==> src/rtl/tmr_pkg.sv <==
package tmr_pkg;
   localparam int DEF_BYTE_W = 8;
   localparam int DEF_PRE_W  = 5;

   typedef enum logic {
      FN_TIMER = 1'b0,
      FN_EVENT = 1'b1
   } tmr_fn_e;

   typedef enum logic {
      MODE_PRESCALED = 1'b0,
      MODE_FULL      = 1'b1
   } tmr_mode_e;
endpackage

==> src/rtl/tmr_edge_smp.sv <==
module tmr_edge_smp (
   input  logic clk,
   input  logic rst_n,
   input  logic smp_en_i,
   input  logic pin_i,
   output logic fall_o
);
   logic smp_q;

   always_ff @(posedge clk or negedge rst_n) begin
      if (!rst_n)        smp_q <= 1'b0;
      else if (smp_en_i) smp_q <= pin_i;
   end

   assign fall_o = smp_en_i && smp_q && !pin_i;

   // the stored sample only moves on a sampling cycle
   p_sample_gate_r2: assert property (@(posedge clk) disable iff (!rst_n)
      !smp_en_i |=> $stable(smp_q));
endmodule

==> src/rtl/tmr_count_core.sv <==
module tmr_count_core #(
   parameter int BYTE_W = tmr_pkg::DEF_BYTE_W,
   parameter int PRE_W  = tmr_pkg::DEF_PRE_W
) (
   input  logic              clk,
   input  logic              rst_n,
   input  logic              inc_i,
   input  logic              mode_full_i,
   input  logic              wr_lo_i,
   input  logic              wr_hi_i,
   input  logic [BYTE_W-1:0] wr_data_i,
   output logic [BYTE_W-1:0] lo_o,
   output logic [BYTE_W-1:0] hi_o,
   output logic              wrap_o
);
   localparam int FULL_W = 2 * BYTE_W;
   localparam int UP_W   = BYTE_W - PRE_W;

   logic [BYTE_W-1:0] lo_q, hi_q, lo_nxt, hi_nxt;
   logic [PRE_W-1:0]  pre, pre_nxt;
   logic              carry, step;

   if (PRE_W < 1 || PRE_W >= BYTE_W) begin : g_bad_pre
      $error("tmr_count_core: PRE_W must be in 1..BYTE_W-1");
   end

   assign pre     = lo_q[PRE_W-1:0];
   assign pre_nxt = pre + 1'b1;
   assign step    = inc_i && !wr_lo_i && !wr_hi_i;

   always_comb begin
      if (mode_full_i) begin
         lo_nxt = lo_q + 1'b1;
         carry  = &lo_q;
      end else begin
         lo_nxt = {lo_q[BYTE_W-1:PRE_W], pre_nxt};
         carry  = &pre;
      end
      hi_nxt = carry ? hi_q + 1'b1 : hi_q;
   end

   assign wrap_o = step && carry && (&hi_q);

   always_ff @(posedge clk or negedge rst_n) begin
      if (!rst_n) begin
         lo_q <= '0;
         hi_q <= '0;
      end else if (wr_lo_i || wr_hi_i) begin
         if (wr_lo_i) lo_q <= wr_data_i;
         if (wr_hi_i) hi_q <= wr_data_i;
      end else if (step) begin
         lo_q <= lo_nxt;
         hi_q <= hi_nxt;
      end
   end

   assign lo_o = lo_q;
   assign hi_o = hi_q;

   // no increment request and no write keeps the count still
   p_hold_noinc_r9: assert property (@(posedge clk) disable iff (!rst_n)
      (!inc_i && !wr_lo_i && !wr_hi_i) |=> $stable({hi_q, lo_q}));
   // writes land on the next edge
   p_load_lo_r8: assert property (@(posedge clk) disable iff (!rst_n)
      wr_lo_i |=> (lo_q == $past(wr_data_i)));
   p_load_hi_r8: assert property (@(posedge clk) disable iff (!rst_n)
      wr_hi_i |=> (hi_q == $past(wr_data_i)));
   // bits above the prescaler are untouched by counting
   p_upper_hold_r3: assert property (@(posedge clk) disable iff (!rst_n)
      (!mode_full_i && !wr_lo_i) |=> $stable(lo_q[BYTE_W-1:BYTE_W-UP_W]));
   // 16-bit mode advances the joined value by one
   p_full_step_r4: assert property (@(posedge clk) disable iff (!rst_n)
      (inc_i && !wr_lo_i && !wr_hi_i && mode_full_i) |=>
      ({hi_q, lo_q} == $past({hi_q, lo_q}) + FULL_W'(1)));
endmodule

==> src/rtl/tmr_toggle_out.sv <==
module tmr_toggle_out (
   input  logic clk,
   input  logic rst_n,
   input  logic ovf_i,
   input  logic tgl_en_i,
   output logic tgl_o
);
   logic tgl_q;

   always_ff @(posedge clk or negedge rst_n) begin
      if (!rst_n)                 tgl_q <= 1'b0;
      else if (ovf_i && tgl_en_i) tgl_q <= !tgl_q;
   end

   assign tgl_o = tgl_q;

   // pin moves only on an enabled overflow, and then it always moves
   p_tgl_quiet_r7: assert property (@(posedge clk) disable iff (!rst_n)
      !(ovf_i && tgl_en_i) |=> $stable(tgl_q));
   p_tgl_flip_r7: assert property (@(posedge clk) disable iff (!rst_n)
      (ovf_i && tgl_en_i) |=> (tgl_q != $past(tgl_q)));
endmodule

==> src/rtl/mc_timer.sv <==
module mc_timer #(
   parameter int BYTE_W = tmr_pkg::DEF_BYTE_W,
   parameter int PRE_W  = tmr_pkg::DEF_PRE_W
) (
   input  logic              clk,
   input  logic              rst_n,
   input  logic              mc_en,
   input  logic              ext_cnt_in,
   input  logic              run,
   input  logic              mode_full,
   input  logic              fn_event,
   input  logic              tgl_en,
   input  logic              wr_lo,
   input  logic              wr_hi,
   input  logic [BYTE_W-1:0] wr_data,
   input  logic              ovf_clr,
   output logic [BYTE_W-1:0] cnt_lo,
   output logic [BYTE_W-1:0] cnt_hi,
   output logic              ovf_flag,
   output logic              tgl_out
);
   import tmr_pkg::*;

   tmr_fn_e   fn_sel;
   tmr_mode_e mode_sel;
   logic      fall, inc, wrap, flag_q;

   assign fn_sel   = tmr_fn_e'(fn_event);
   assign mode_sel = tmr_mode_e'(mode_full);

   tmr_edge_smp u_edge (
      .clk      (clk),
      .rst_n    (rst_n),
      .smp_en_i (mc_en),
      .pin_i    (ext_cnt_in),
      .fall_o   (fall)
   );

   assign inc = run && mc_en && ((fn_sel == FN_EVENT) ? fall : 1'b1);

   tmr_count_core #(.BYTE_W(BYTE_W), .PRE_W(PRE_W)) u_core (
      .clk         (clk),
      .rst_n       (rst_n),
      .inc_i       (inc),
      .mode_full_i (mode_sel == MODE_FULL),
      .wr_lo_i     (wr_lo),
      .wr_hi_i     (wr_hi),
      .wr_data_i   (wr_data),
      .lo_o        (cnt_lo),
      .hi_o        (cnt_hi),
      .wrap_o      (wrap)
   );

   always_ff @(posedge clk or negedge rst_n) begin
      if (!rst_n)       flag_q <= 1'b0;
      else if (wrap)    flag_q <= 1'b1;
      else if (ovf_clr) flag_q <= 1'b0;
   end
   assign ovf_flag = flag_q;

   tmr_toggle_out u_tgl (
      .clk      (clk),
      .rst_n    (rst_n),
      .ovf_i    (wrap),
      .tgl_en_i (tgl_en),
      .tgl_o    (tgl_out)
   );

   // a wrap always leaves the flag set
   p_flag_set_r5: assert property (@(posedge clk) disable iff (!rst_n)
      wrap |=> ovf_flag);
   // only a clear request can drop the flag
   p_flag_sticky_r6: assert property (@(posedge clk) disable iff (!rst_n)
      (ovf_flag && !ovf_clr) |=> ovf_flag);
   // stopped timer keeps its toggle pin
   p_run_hold_tgl_r9: assert property (@(posedge clk) disable iff (!rst_n)
      !run |=> $stable(tgl_out));
endmodule

==> config.mk <==
export PLATFORM = sky130hd
export DESIGN_NAME = mc_timer
export DESIGN_NICKNAME = d
export VERILOG_FILES = /design/src/rtl/tmr_pkg.sv /design/src/rtl/tmr_edge_smp.sv /design/src/rtl/tmr_count_core.sv /design/src/rtl/tmr_toggle_out.sv /design/src/rtl/mc_timer.sv
export SDC_FILE = /design/constraint.sdc
export NUM_CORES = 1
export LEC_CHECK = 0
export ABC_AREA = 1
export ABC_CLOCK_PERIOD_IN_PS = 1800
export BUFFER_PORTS_ARGS = -buffer_cell sky130_fd_sc_hd__buf_2
export CAP_MARGIN = 20
export CORE_ASPECT_RATIO = 0.6
export CORE_MARGIN = 5
export CORE_UTILIZATION = 50
export CTS_BUF_LIST = sky130_fd_sc_hd__clkbuf_8 sky130_fd_sc_hd__clkbuf_16
export DETAILED_ROUTE_END_ITERATION = 6
export PLACE_DENSITY_LB_ADDON = 0.25
export SYNTH_ARGS = -nofsm -noshare
export SYNTH_HDL_FRONTEND = slang
export SYNTH_SLANG_ARGS = --single-unit
==> constraint.sdc <==
create_clock -name clk -period 1.8 [get_ports clk]
set_input_delay 0.18 -clock clk [delete_from_list [all_inputs] [get_ports clk]]
set_output_delay 0.18 -clock clk [all_outputs]
set_load 0.05 [all_outputs]
**Yosys cells after proc, flatten, opt, wreduce, memory -nomap -nowiden**

Index checks and enable logic that the tools add are counted.

- Register bits after elaboration: 19
- Input bits: 19

- Reductions and logical operators: 24
- Muxes and demuxes: 12
- $add $sub $neg: 3
- Equal/unequal tests: 2

Operators by type and width:

| cell | number |
|---|---|
| $mux W8 | 8 |
| $add A8 B1 Y8 const B | 2 |
| $reduce_and A8 Y1 | 2 |
| $logic_and A1 B1 Y1 | 9 |
| $reduce_bool A2 Y1 | 4 |
| $reduce_and A3 Y1 | 2 |
| $add A5 B1 Y5 const B | 1 |
| $reduce_and A5 Y1 | 1 |
| $logic_not A1 Y1 | 4 |
| $mux W1 | 4 |
| $ne A2 B2 Y1 const B | 2 |
| $reduce_and A2 Y1 | 1 |
| $logic_or A1 B1 Y1 | 1 |

**Depth between registers and ports, before layout**

- Word-level depth: 9
- Mapped depth: 10

**Hierarchy**

Synthesis repeated with hierarchy kept, for this count alone.

- Cell total of the unflattened synthesis: 191
- Area total of the unflattened synthesis: 1,295.0 µm²

By module, submodules not included:

| module | area each (µm²) | cells an instance | sequential area each (µm²) | instances |
|---|---|---|---|---|
| tmr_count_core | 1,138.6 | 172 | 400.4 | 1 |
| mc_timer | 63.8 | 6 | 25.0 | 1 |
| tmr_edge_smp | 47.5 | 7 | 25.0 | 1 |
| tmr_toggle_out | 45.0 | 6 | 25.0 | 1 |

**Worst setup path after synthesis**

No wires, ideal clock.

- Path kind: register to register
- Start point: reg u_core.lo_q[0] (netlist: u_core.lo_o[0])
- End point: reg u_core.hi_q[6] (netlist: u_core.hi_o[6])
- Stages on the path, launching flop included: 11
- Path buffers: 0
- Setup time: 0.119 ns
- Setup slack: -0.072 ns
- Period minus slack after synthesis: 1.872 ns
- Arrival time: 1.753 ns
- Cells stage by stage: dfrtp_1 ha_1 nand2_1 nor2_4 ha_1 nor2_1 nor2_4 nand2_4 nand2_4 nand2_1 nand2_1

- Longest elaborated chain between the ends: 4
- Elaborated cells on any way between the ends: 5
- Those cells by class: mux: 1; reduce/logical: 4

RTL lines:

| what | line | source |
|---|---|---|
| start: declaration | tmr_count_core.sv:19 | `logic [BYTE_W-1:0] lo_q, hi_q, lo_nxt, hi_nxt;` |
| start signal: assignment | tmr_count_core.sv:49 | `if (wr_lo_i) lo_q <= wr_data_i;` |
| start signal: assignment | tmr_count_core.sv:52 | `lo_q <= lo_nxt;` |
| $reduce_and A8 Y1 / $reduce_and A5 Y1 (equally long branches) | tmr_count_core.sv:34, tmr_count_core.sv:37 |  |
| $mux W1 (*) | tmr_count_core.sv:32 | `if (mode_full_i) begin` |
| $reduce_bool A2 Y1 (no line) (*) | n/a |  |
| $reduce_and A3 Y1 (no line) (*) | n/a |  |
| end signal: assignment | tmr_count_core.sv:50 | `if (wr_hi_i) hi_q <= wr_data_i;` |
| end signal: assignment | tmr_count_core.sv:53 | `hi_q <= hi_nxt;` |
| end: declaration | tmr_count_core.sv:19 |  |

Mark *: on every way between the ends. The rest lies on a longest branch, timed or not.
A chain may end at the register's enable or synchronous reset.

**Final worst setup path**

- Start point: reg u_core.lo_q[0] (netlist: u_core.lo_o[0])
- End point: reg u_core.hi_q[4] (netlist: u_core.hi_o[4])

The elaborated chain is that of the path after synthesis.

==> flow_metrics.env <==
export IMPL_rows=14
export IMPL_hold_violations=0
export IMPL_fin_nets=251
export IMPL_final_cell_area_sq_um=1544
export IMPL_synth_area_leaders="dfrtp_1 37%, nand2_1 20%, nand3_1 8.6%"
export IMPL_yosys_warnings=0
export IMPL_antenna_found_initial=0
export IMPL_placedInstanceArea_sq_um=1486
export IMPL_p_seq_share_pct=42.6
export IMPL_gp_congestion=0.9001
export IMPL_numCtsBuffers=3
export IMPL_drv_slew=0
export IMPL_clockPowerShare_pct=22.7
export IMPL_swShare_pct=41.32
export IMPL_start_kind="flip-flop"
export IMPL_tns_ps=0
export IMPL_die_width_um=75.32
export IMPL_yosys_register_bits=19
export IMPL_synth_top_area_share_pct=37.15
export IMPL_cts_sinks=19
export IMPL_layout_commonest_cell="nand2_1"
export IMPL_grt_overflow=0
export IMPL_initial_core_util_pct=51.82
export IMPL_fin_skew_ps=2.288
export IMPL_powerDensity_nw_per_um2=821.0
export IMPL_dr_pass1_iters=4
export IMPL_worstSetupPathType="flip-flop to flip-flop"
export IMPL_grt_first_pass_wirelength_um=5209
export IMPL_ant_nets=0
export IMPL_worstPathRequired_ps=1940
export IMPL_final_cell_mix="69 x nand2_1, 36 x buf_2, 22 x inv_1, 22 x nand3_1, 17 x dfrtp_1"
export IMPL_final_layout_size_suffix_gt1_share_pct=22.81
export IMPL_cts_root_buf="clkbuf_8"
export IMPL_seq_area_frac_synth_pct=37.15
export IMPL_routed_via_density=4.962
export IMPL_intPower_mw=0.7439
export IMPL_tritoncts="done"
export IMPL_drv_cap=0
export IMPL_vias=1290
export IMPL_grt_max_degree=20
export IMPL_rsz0062_at_grt="false"
export IMPL_post_route_min_period_ps=1688
export IMPL_wl_um=3090
export IMPL_die_h_um=49.19
export IMPL_io_pins=37
export IMPL_avgSynthCellArea_sq_um=6.772
export IMPL_ir_worst_vdd_uv=382.7
export IMPL_hold_path_class="input pin to flip-flop"
export IMPL_path_max_fanout=9
export IMPL_final_util_pct=62.51
export IMPL_p_comb_share_pct=34.7
export IMPL_clock_path_buffers=2
export IMPL_syn2layout_area_growth_pct=20.63
export IMPL_routedWlPerCell_um=11.88
export IMPL_hold_slack_ps=121.8
export IMPL_status="finished clean"
export IMPL_fin_crit_sh_pct=93.77
export IMPL_grt_pass1_vias=1093
export IMPL_die_area_sq_um=3705
export IMPL_end_kind="flip-flop"
export IMPL_portBuffers=36
export IMPL_cp_arrival_ps=1830
export IMPL_yosys_area_top_type="dfrtp_1"
export IMPL_p_leak_nw=0.8489
export IMPL_clock_fmax_ghz=0.5925
export IMPL_core_area_sq_um=2470
export IMPL_track_usage_pct=18.04
export IMPL_clk_pin_slew_ps=70
export IMPL_synth_cell_types=20
export IMPL_netlist_area_sq_um=1280
export IMPL_dp_hpwl_um=2448
export IMPL_fillers=231
export IMPL_clock_latency_ps=250
export IMPL_cts_htree_levels=1
export IMPL_worst_pin_slew_ps=446.1
export IMPL_initialDrtViolationCount=110
export IMPL_num_antenna_cells=0
export IMPL_drc_errors=0
export IMPL_slew_headroom_pct=70.03
export IMPL_setup_viol=0
export IMPL_postSynthCellCount=189
export IMPL_switchingPower_mw=0.5238
export IMPL_synth_nets=211
-- final cells by class --
class	count	area (sq um)	area share, %
well taps	32	40.04	2.593
clock buffers	3	41.29	2.674
multi-input cells	145	701.9	45.46
clock inverters	1	3.754	0.2431
inverters	23	88.84	5.754
flip-flops and latches	19	478.0	30.96
repair buffers	37	190.2	12.32
-- kinds of logic after synthesis --
logic type / after synthesis / synth area share (%)
DFF: 19 / 37.15
and+or+nand+nor: 120 / 42.52
buffers and inverters: 25 / 8.211
adders and majority gates: 3 / 2.933
AOI/OAI and AO/OA: 22 / 9.188
-- critical path, cell delays in order (launching register included) --
cell and delay [ps]:
dfrtp_2 430, ha_1 210, nand2_1 130, nor2_4 60
ha_1 190, nor2_2 140, nor2_4 70, nand2_4 120
nand2_4 100, nand2_1 80, nand2_1 50
-- Yosys cell counts (all sizes together) --
master,count
o21ai,13
inv,22
nand3,22
clkinv,1
nand4,5
ha,3
a21boi,1
dfrtp,19
nor2,17
a31oi,4
a21oi,4
or2,1
nor3,1
buf,2
nand2,74
-- per-stage QoR --
| stage | std cells | total power [mW] | setup WS (ps) |
|---|---|---|---|
| final | 260 | 1.268 | 112.1 |
| after detailed placement | 255 | 0.9844 | 43.62 |
| after CTS | 260 | 1.276 | 40.96 |
| after global routing | 260 | 1.349 | 6.316 |
| after floorplan | 189 | 0.8629 | 40.83 |
| after global placement | 255 | 0.9855 | 112.6 |
-- sequential cells by signal, summed over array words and instances, names as in the netlist --
signal	cells
u_tgl.tgl_o	1
u_core.lo_o	8
ovf_flag	1
u_edge.smp_q	1
u_core.hi_o	8
-- layer usage --
layer / GRT usage (%) / up-vias / part of all wire, %
met4: 4.360 / 0 / 1.2
met3: 4.733 / 4 / 7.7
met1: 29.89 / 563 / 53
met5: 0 / - / 0
li1: - / 686 / -
met2: 22.21 / 37 / 38
-- power groups by stage --
| stage | registers [mW] | clock network [mW] | logic (mW) |
|---|---|---|---|
| after floorplan | 0.699 | 0 | 0.164 |
| after global placement | 0.546 | 0 | 0.440 |
| after detailed placement | 0.546 | 0 | 0.439 |
| after CTS | 0.538 | 0.296 | 0.442 |
| after global routing | 0.552 | 0.312 | 0.485 |
| final | 0.540 | 0.288 | 0.440 |
-- worst paths after layout --
| check | slack, ps | start | cells past startpoint | endpoint |
|---|---|---|---|---|
| setup / recovery | 110 | u_core.lo_o[0] | 10 | u_core.hi_o[4] |
| hold / removal | 120 | mc_en | 2 | u_edge.smp_q |
| setup reg to reg | 110 | u_core.lo_o[0] | 10 | u_core.hi_o[4] |
| hold reg to reg | 510 | u_tgl.tgl_o | 2 | u_tgl.tgl_o |
| max in group asynchronous | 1100 | rst_n | 2 | u_core.lo_o[1] |
| min in group asynchronous | 390 | rst_n | 2 | u_core.hi_o[1] |
-- repair_timing --
| action | in CTS | in global routing |
|---|---|---|
| gates resized for setup | 0 | 1 |
| buffers inserted | 0 | 0 |
| hold endpoints to repair | 19 | 0 |
| hold buffers | 1 | 0 |
| setup endpoints to repair | 0 | 9 |
(Power assumes the default switching activity.)
